<file path="src/rtl/dsm_pkg.sv">
`timescale 1ns/1ps
package dsm_pkg;

  // Rate source encoding on the select pin
  typedef enum logic {
    SRC_EXT = 1'b0,
    SRC_INT = 1'b1
  } clk_src_e;

  // Feedback magnitude: full scale of an in_w-bit sample times num/den
  function automatic int fb_level(input int in_w, input int num, input int den);
    return ((1 << (in_w - 1)) * num) / den;
  endfunction

endpackage

</file>
<file path="src/rtl/dsm_clkgen.sv">
`timescale 1ns/1ps
module dsm_clkgen #(
  parameter int INT_PERIOD = 2
) (
  input  logic clk,
  input  logic rst_n,
  input  logic clk_sel,
  input  logic ext_tick,
  output logic bit_clk,
  output logic step
);
  import dsm_pkg::*;

  localparam int CNT_W = (INT_PERIOD > 1) ? $clog2(INT_PERIOD) : 1;
  localparam logic [CNT_W-1:0] CNT_LAST = CNT_W'(INT_PERIOD - 1);

  logic [CNT_W-1:0] cnt_q, cnt_d;
  logic             int_tick;
  logic             src_tick;
  logic             bclk_q, bclk_d;

  // Internal enable source: one pulse every INT_PERIOD cycles
  generate
    if (INT_PERIOD > 1) begin : g_int_div
      always_comb begin
        int_tick = (cnt_q == CNT_LAST);
        cnt_d    = int_tick ? '0 : cnt_q + 1'b1;
      end
    end else begin : g_int_free
      always_comb begin
        int_tick = 1'b1;
        cnt_d    = cnt_q;
      end
    end
  endgenerate

  // Source select, divide-by-two and modulator step strobe
  always_comb begin
    src_tick = (clk_src_e'(clk_sel) == SRC_INT) ? int_tick : ext_tick;
    bclk_d   = bclk_q ^ src_tick;
    step     = src_tick & ~bclk_q;
  end

  always_ff @(posedge clk or negedge rst_n) begin
    if (!rst_n) begin
      cnt_q  <= '0;
      bclk_q <= 1'b0;
    end else begin
      cnt_q  <= cnt_d;
      bclk_q <= bclk_d;
    end
  end

  assign bit_clk = bclk_q;

endmodule

</file>
<file path="src/rtl/dsm_integ.sv">
`timescale 1ns/1ps
module dsm_integ #(
  parameter int ACC_W = 23
) (
  input  logic                    clk,
  input  logic                    rst_n,
  input  logic                    en,
  input  logic signed [ACC_W:0]   inc,
  output logic signed [ACC_W-1:0] acc
);
  localparam int SUM_W = ACC_W + 2;
  localparam logic signed [SUM_W-1:0] ACC_HI = {3'b000, {(ACC_W-1){1'b1}}};
  localparam logic signed [SUM_W-1:0] ACC_LO = {3'b111, {(ACC_W-1){1'b0}}};

  logic signed [ACC_W-1:0] acc_q, acc_d;
  logic signed [SUM_W-1:0] sum;

  always_comb begin
    sum = {{2{acc_q[ACC_W-1]}}, acc_q} + {inc[ACC_W], inc};
    if (!en) begin
      acc_d = acc_q;
    end else if (sum > ACC_HI) begin
      acc_d = ACC_HI[ACC_W-1:0];
    end else if (sum < ACC_LO) begin
      acc_d = ACC_LO[ACC_W-1:0];
    end else begin
      acc_d = sum[ACC_W-1:0];
    end
  end

  always_ff @(posedge clk or negedge rst_n) begin
    if (!rst_n) acc_q <= '0;
    else        acc_q <= acc_d;
  end

  assign acc = acc_q;

endmodule

</file>
<file path="src/rtl/dsm_channel.sv">
`timescale 1ns/1ps
module dsm_channel #(
  parameter int IN_W  = 16,
  parameter int ACC_W = 23,
  parameter int REF   = 35888
) (
  input  logic                    clk,
  input  logic                    rst_n,
  input  logic                    step,
  input  logic signed [IN_W-1:0]  sample,
  output logic                    bit_o,
  output logic signed [ACC_W-1:0] int1,
  output logic signed [ACC_W-1:0] int2
);
  localparam int NSTAGE = 2;
  localparam logic signed [ACC_W:0] REF_POS = (ACC_W+1)'(REF);
  localparam logic signed [ACC_W:0] REF_NEG = -REF_POS;

  logic signed [ACC_W:0]   inc [NSTAGE];
  logic signed [ACC_W-1:0] acc [NSTAGE];
  logic signed [ACC_W:0]   fb;
  logic signed [ACC_W:0]   samp_ext;
  logic                    cmp;
  logic                    bit_q, bit_d;

  // Comparator on the second integrator; zero counts as low
  always_comb begin
    cmp = !acc[1][ACC_W-1] && (acc[1] != '0);
    fb  = cmp ? REF_POS : REF_NEG;
  end

  // Stage inputs: input minus feedback, then stage-1 state minus twice feedback
  always_comb begin
    samp_ext = {{(ACC_W+1-IN_W){sample[IN_W-1]}}, sample};
    inc[0]   = samp_ext - fb;
    inc[1]   = {acc[0][ACC_W-1], acc[0]} - (fb <<< 1);
  end

  generate
    for (genvar s = 0; s < NSTAGE; s++) begin : g_stage
      dsm_integ #(.ACC_W(ACC_W)) u_integ (
        .clk   (clk),
        .rst_n (rst_n),
        .en    (step),
        .inc   (inc[s]),
        .acc   (acc[s])
      );
    end
  endgenerate

  // Output bit register: captures the comparator on each step
  always_comb bit_d = step ? cmp : bit_q;

  always_ff @(posedge clk or negedge rst_n) begin
    if (!rst_n) bit_q <= 1'b0;
    else        bit_q <= bit_d;
  end

  assign bit_o = bit_q;
  assign int1  = acc[0];
  assign int2  = acc[1];

endmodule

</file>
<file path="src/rtl/dsm_dual_mod.sv">
`timescale 1ns/1ps
module dsm_dual_mod #(
  parameter int IN_W       = 16,
  parameter int GUARD      = 6,
  parameter int INT_PERIOD = 2,
  parameter int REF_NUM    = 23,
  parameter int REF_DEN    = 21
) (
  input  logic            clk,
  input  logic            rst_n,
  input  logic            clk_sel,
  input  logic            ext_tick,
  input  logic [IN_W-1:0] sample_a,
  input  logic [IN_W-1:0] sample_b,
  output logic            bit_clk,
  output logic            bit_a,
  output logic            bit_b
);
  localparam int NCH   = 2;
  localparam int ACC_W = IN_W + 1 + GUARD;
  localparam int REF   = dsm_pkg::fb_level(IN_W, REF_NUM, REF_DEN);

  logic                    step;
  logic signed [IN_W-1:0]  smp  [NCH];
  logic                    bits [NCH];
  logic [NCH*ACC_W-1:0]    int1_flat;
  logic [NCH*ACC_W-1:0]    int2_flat;

  assign smp[0] = sample_a;
  assign smp[1] = sample_b;

  dsm_clkgen #(.INT_PERIOD(INT_PERIOD)) u_clkgen (
    .clk      (clk),
    .rst_n    (rst_n),
    .clk_sel  (clk_sel),
    .ext_tick (ext_tick),
    .bit_clk  (bit_clk),
    .step     (step)
  );

  generate
    for (genvar c = 0; c < NCH; c++) begin : g_ch
      logic signed [ACC_W-1:0] i1, i2;
      dsm_channel #(.IN_W(IN_W), .ACC_W(ACC_W), .REF(REF)) u_ch (
        .clk    (clk),
        .rst_n  (rst_n),
        .step   (step),
        .sample (smp[c]),
        .bit_o  (bits[c]),
        .int1   (i1),
        .int2   (i2)
      );
      assign int1_flat[c*ACC_W +: ACC_W] = i1;
      assign int2_flat[c*ACC_W +: ACC_W] = i2;
    end
  endgenerate

  assign bit_a = bits[0];
  assign bit_b = bits[1];

endmodule

</file>
<file path="config.mk">
export PLATFORM = sky130hd
export DESIGN_NAME = dsm_dual_mod
export DESIGN_NICKNAME = d
export VERILOG_FILES = /design/src/rtl/dsm_pkg.sv /design/src/rtl/dsm_clkgen.sv /design/src/rtl/dsm_integ.sv /design/src/rtl/dsm_channel.sv /design/src/rtl/dsm_dual_mod.sv
export SDC_FILE = /design/constraint.sdc
export NUM_CORES = 1
export LEC_CHECK = 0
export BUFFER_PORTS_ARGS = -buffer_cell sky130_fd_sc_hd__buf_2
export CAP_MARGIN = 20
export CORE_UTILIZATION = 40
export CTS_CLUSTER_DIAMETER = 40
export DETAILED_ROUTE_END_ITERATION = 16
export GPL_TIMING_DRIVEN = 0
export SLEW_MARGIN = 20
export SYNTH_ARGS = -nofsm -noshare
export SYNTH_HDL_FRONTEND = slang
export SYNTH_SLANG_ARGS = --single-unit
</file>
<file path="constraint.sdc">
create_clock -name clk -period 11.6 [get_ports clk]
set_clock_uncertainty 0.15 [all_clocks]
set_input_delay 0.58 -clock clk [delete_from_list [all_inputs] [get_ports clk]]
set_output_delay 0.58 -clock clk [all_outputs]
set_load 0.02 [all_outputs]
</file>
Word level (Yosys, flattened, before mapping)
Index checks and enable logic that the tools add are counted.
{"block": "totals", "reg_bits": 96, "inputBits": 36, "out_inout_bits": 3, "wordCells": 46}
{"block": "classes", "addsub": 9, "order_cmp": 8, "mux": 12, "n_bitwise": 3, "n_reduce_logical": 6}
{"op": "two-way mux 23 bit", "n": 8}
{"op": "adder 23 x 24 -> 25 bit", "n": 4}
{"op": "greater-than comparator 25 x 23 -> 1 bit (second input constant)", "n": 4}
{"op": "less-than comparator 25 x 23 -> 1 bit (second input constant)", "n": 4}
{"op": "two-way mux 24 bit", "n": 2}
{"op": "subtractor 16 x 24 -> 24 bit", "n": 2}
{"op": "subtractor 24 bit", "n": 2}
{"op": "nonzero test 23 bit", "n": 2}
{"op": "logical AND 1 bit", "n": 2}
{"op": "logical NOT 1 bit", "n": 2}
{"op": "two-way mux 1 bit", "n": 2}
{"op": "adder 1 bit (second input constant)", "n": 1}
{"op": "bitwise AND 1 bit", "n": 1}
{"op": "NOT 1 bit", "n": 1}
{"op": "XOR 1 bit", "n": 1}

Logic depth before layout (Yosys ltp)
{"block": "logic_depth", "word_depth": 8, "mapped_depth": 26, "ltp_nobuf": 25}

By module
From an unflattened synthesis, not the netlist that was laid out.
{"block": "hier_totals", "cells_unflattened": 1480, "hier_area_um2": 12464.5}
{"mod": "dsm_integ", "instances": 4, "cells_per_inst": 262, "area_per_inst_um2": 2303.5, "seq_area_each_um2": 575.6}
{"mod": "dsm_channel (g_ch[0].u_ch)", "instances": 1, "cells_per_inst": 226, "area_per_inst_um2": 1652.8, "seq_area_each_um2": 25.0}
{"mod": "dsm_channel (g_ch[1].u_ch)", "instances": 1, "cells_per_inst": 199, "area_per_inst_um2": 1508.9, "seq_area_each_um2": 25.0}
{"mod": "dsm_clkgen", "instances": 1, "cells_per_inst": 7, "area_per_inst_um2": 88.8, "seq_area_each_um2": 50.0}

Worst setup path before layout
Ideal clock, no wire load.
{"block": "synth_path", "path_type": "reg-to-reg", "startpoint": "register g_ch[0].u_ch.g_stage[1].u_integ.acc_q[14]", "endpoint": "register g_ch[0].u_ch.g_stage[0].u_integ.acc_q[11]", "setup_time_ns": 0.069, "arrival_time_ns": 6.287, "t_required_ns": 11.381, "path_slack_ns": 5.094, "stages_incl_launch_ff": 24, "path_buffers": 1, "synth_period_minus_slack_ns": 6.506, "path_cell_list": "dfrtp_1 -> nor4_1 -> and4_1 -> a41oi_1 -> inv_1 -> fa_1 -> a21o_1 -> a21oi_1 -> o21bai_1 -> a21oi_1 -> nor2b_1 -> o21a_1 -> o31a_1 -> o41ai_1 -> xor2_1 -> ha_1 -> nand4_1 -> a2111oi_1 -> nor2_1 -> a211o_1 -> o21bai_4 -> buf_2 -> nand3_1 -> nand3_1"}
{"block": "synth_between", "elab_chain_cells": 8, "word_cells_on_any_way": 9, "cone_classes": "add/sub: 2; order compare: 2; mux: 3; reduce/logical: 2"}
{"element": "start, declared", "line_no": "dsm_integ.sv:15", "text": "logic signed [ACC_W-1:0] acc_q, acc_d;"}
{"element": "start signal, assigned", "line_no": "dsm_integ.sv:32", "text": "if (!rst_n) acc_q <= '0;"}
{"element": "start signal, assigned", "line_no": "dsm_integ.sv:33", "text": "else acc_q <= acc_d;"}
{"element": "nonzero test 23 bit (*)", "line_no": "dsm_channel.sv:28", "text": "cmp = !acc[1][ACC_W-1] && (acc[1] != '0);"}
{"element": "logical AND 1 bit (*)", "line_no": "dsm_channel.sv:28"}
{"element": "named net g_ch[0].u_ch.cmp", "line_no": "dsm_channel.sv:23", "text": "logic cmp;"}
{"element": "two-way mux 24 bit (*)", "line_no": "dsm_channel.sv:29", "text": "fb = cmp ? REF_POS : REF_NEG;"}
{"element": "subtractor 16 x 24 -> 24 bit (*)", "line_no": "dsm_channel.sv:35", "text": "inc[0] = samp_ext - fb;"}
{"element": "adder 23 x 24 -> 25 bit (*)", "line_no": "dsm_integ.sv:19", "text": "sum = {{2{acc_q[ACC_W-1]}}, acc_q} + {inc[ACC_W], inc};"}
{"element": "less-than comparator 25 x 23 -> 1 bit", "line_no": "dsm_integ.sv:24", "text": "end else if (sum < ACC_LO) begin"}
{"element": "two-way mux 23 bit", "line_no": "dsm_integ.sv:24"}
{"element": "two-way mux 23 bit (*)", "line_no": "dsm_integ.sv:22", "text": "end else if (sum > ACC_HI) begin"}
{"element": "end signal, assigned", "line_no": "dsm_integ.sv:32"}
{"element": "end signal, assigned", "line_no": "dsm_integ.sv:33"}
{"element": "end, declared", "line_no": "dsm_integ.sv:15"}
The timed path passes the listed nets; every way through them passes the cells marked *.
A chain may end at the register's enable or synchronous reset.

Worst setup path after layout
{"block": "layout_path", "startpoint": "register g_ch[0].u_ch.g_stage[1].u_integ.acc_q[8]", "endpoint": "register g_ch[0].u_ch.g_stage[0].u_integ.acc_q[5]"}
Same word-level chain as after synthesis.

==> results.json <==
{
  "endpoint_kind": "flop",
  "highest_layer": "met4",
  "drc": 0,
  "clock_latency_ps": 360,
  "dieArea_um2": 29050,
  "cp_max_fo": 13,
  "antenna_found_initial": 0,
  "core_um2": 27860,
  "cts-htree-levels": 3,
  "hold_violations": 0,
  "rows": 61,
  "initial_utilization": 0.4075,
  "ys_seq_area_frac": 0.2116,
  "final_antenna_net_count": 0,
  "synth_area_leaders": "dfrtp_1 21%, ha_1 18%, xnor2_1 6.3%, a21oi_1 4.8%, a21o_1 3.8%",
  "path_class": "flop to flop",
  "area_delta_synth_final_pct": 9.303,
  "viasPerCell": 5.715,
  "ios": 39,
  "wire_per_inst_um": 16.22,
  "r2r_slack_ps": 4250,
  "clk_pin_slew_ps": 80,
  "clock_path_buffers": 2,
  "synth_flop_cell": "dfrtp_1",
  "slew_headroom": 0.3539,
  "totalWireLength_mm": 28.68,
  "maxSlewViolCount": 0,
  "critPathLaunchType": "flop",
  "critPathRequiredTime_ps": 11720,
  "synth_nets": 1535,
  "overflow": 0,
  "rsz0062_at_grt": "no",
  "yosysUniqueCellTypes": 77,
  "drt_iter0_markers": 695,
  "wl_met3_um": 851,
  "first_global_vias": 9281,
  "drt_first_pass_iters": 5,
  "wl_met2_mm": 12.83,
  "synthesis.area_per_instance_um2": 8.522,
  "cts_sinks": 96,
  "outcome": "complete, no violations",
  "synth_edf_count": 0,
  "gp_congestion": 0.9021,
  "fin_crit_ps": 7351,
  "setup_violations": 0,
  "dieWidth_um": 170.5,
  "min-delay-path-class": "flop to flop",
  "track_usage": 0.2028,
  "fin_nets": 1588,
  "post-route-period-util": 0.6337,
  "synth_area_leader_cell": "dfrtp_1",
  "synth_seq_cells": 96,
  "dpl.hpwl_mm": 22.89,
  "maxCapViolations": 0,
  "yosys_warnings": 0,
  "grt_pass1_wl_mm": 47.06,
  "critPathArrivalTime_ps": 7470,
  "num_vias": 10100,
  "cts-root-buf": "clkbuf_16",
  "yosysTopAreaCellShare": 0.2116,
  "setup_tns_ps": 0,
  "fmax_mhz": 136.0,
  "synth_area_um2": 11350,
  "fp.dieH_um": 170.5,
  "port_buffers": 38,
  "synthCells": 1332,
  "worst_slew_pin_slew_ps": 966.8,
  "n_antenna_cell": 0,
  "cts_tree": "yes",
  "drive_above_1_share": 0.08633,
  "wl_met1_mm": 14.65,
  "numCtsBuffers": 9,
  "synth-async-reset-ratio": 1.000,
  "grt_max_degree": 56
}
-- kinds of logic (layout without fill, tap and decap cells) --
group | Yosys count | after routing | synth area share
mux | 7 | 7 | 0.006503
xor+xnor | 124 | 124 | 0.09866
simple gates | 357 | 357 | 0.1598
flops | 96 | 96 | 0.2116
buf+inv | 103 | 161 | 0.03792
fa+ha+maj | 167 | 167 | 0.1894
compound gates | 478 | 478 | 0.2961
-- metal layers --
layer,global-route usage,vias up
met1,0.2957,4753
met5,0,-
met4,0.04700,0
li1,-,5157
met3,0.02047,19
met2,0.3193,175
-- state kept, by name, summed over array words and instances (netlist names) --
register and flops:
u_clkgen.bit_clk 1, u_clkgen.cnt_q 1, g_ch.u_ch.bit_o 2, g_ch.u_ch.g_stage.u_integ.acc 92
-- final cells by class --
class / count / area, um^2
Fill cell: 2803 / 15450
Multi-Input combinational cell: 1133 / 8539
Sequential cell: 96 / 2402
Tap cell: 378 / 473.0
Timing Repair Buffer: 42 / 260.3
Inverter: 68 / 255.2
Clock buffer: 10 / 229.0
Buffer: 35 / 175.2
Clock inverter: 6 / 72.57
-- critical path, cell delays in order, from the launching register on --
cell and delay, ps:
dfrtp_1 410, nor4_1 420, and4_1 310, a41oi_4 290, buf_8 270, inv_1 430, ha_1 340, a21o_1 160
a21oi_1 210, o21bai_1 90, a21oi_1 220, o21bai_1 120, a211oi_1 250, nor2_1 120, o41ai_1 510, xnor2_1 130
ha_1 360, nand4_1 200, a2111oi_1 920, nor2_1 90, a211o_1 340, o21bai_4 340, nand2_1 280, o221ai_1 260
-- synthesized netlist by cell type (all sizes together), types with 14 or more instances --
library cell  instances
xor2                 40
and3                 16
a22oi                19
xnor2                84
a21o                 57
nor3                 20
inv                  68
o21ai                84
o21a                 23
dfrtp                96
nor4                 14
nor2                 68
nand2                92
o21bai               26
o221ai               17
nand3                80
o211ai               16
a211oi               21
ha                  159
a221o                28
clkbuf               22
a21oi               109
-- cell usage in the layout (no fill, tap or decap), types with 6 or more instances in the layout --
cell       Yosys  layout
nor2_1        68      67
ha_1         159     159
nand3_2       10      10
o31a_1         6       6
a31oi_1        9       9
xnor2_1       82      82
a22oi_1       19      19
nand4_1        7       7
o311ai_0       8       8
o221ai_1      17      17
nand2_1       92      92
a221o_1       28      28
xor2_1        39      39
o21ai_0       77      77
clkbuf_1      22      23
o211ai_1      13      13
nor2b_1        9       9
nor3_1        17      17
or2_2          9       9
nor4_1        13      13
a211o_1        9       9
clkbuf_16      0       9
o21bai_1      25      25
o21a_1        23      23
nand2b_1      10      10
dfrtp_1       96      96
and3_1        16      16
or3_1          9       9
inv_1         67      67
nand3_1       70      70
a21oi_1      108     108
buf_2          8      45
buf_6          4       6
fa_1           8       8
a21o_1        57      57
and2_1         8       8
a211oi_1      20      20
-- final timing paths --
kind	start	endpoint	cells after the start
max in group asynchronous	rst_n	g_ch[1].u_ch.g_stage[1].u_integ.acc[11]	3
min	u_clkgen.cnt_q	u_clkgen.cnt_q	1
max reg2reg	g_ch[0].u_ch.g_stage[1].u_integ.acc[8]	g_ch[0].u_ch.g_stage[0].u_integ.acc[5]	23
min in group asynchronous	rst_n	g_ch[1].u_ch.g_stage[1].u_integ.acc[3]	2
min reg2reg	u_clkgen.cnt_q	u_clkgen.cnt_q	1
max	g_ch[0].u_ch.g_stage[1].u_integ.acc[8]	g_ch[0].u_ch.g_stage[0].u_integ.acc[5]	23
-- per-stage QoR --
| stage | area [um^2] | utilization | worst slack (ps) | hold WS, ps | instances |
|---|---|---|---|---|---|
| detailed placement | 12100 | 0.4342 | 4377 | 258.4 | 1751 |
| CTS | 12410 | 0.4454 | 4367 | 268.6 | 1768 |
| global placement | 12010 | 0.4313 | 2652 | 253.3 | 1748 |
| finish | 12410 | 0.4454 | 4249 | 262.9 | 1768 |
| floorplan | 11350 | - | 5094 | 134.4 | 1332 |
| global route | 12410 | 0.4454 | 3783 | 280.4 | 1768 |
-- repair_timing --
| item | in CTS | in global routing |
|---|---|---|
| hold buffers | 1 | 0 |
| setup buffers | 0 | 0 |
| hold endpoints to repair | 14 | 0 |
| gates resized for setup | 0 | 0 |
Power is left out: the tool's default activity adds up to more than one toggle a clock period on the data nets, which glitch-free logic cannot reach.
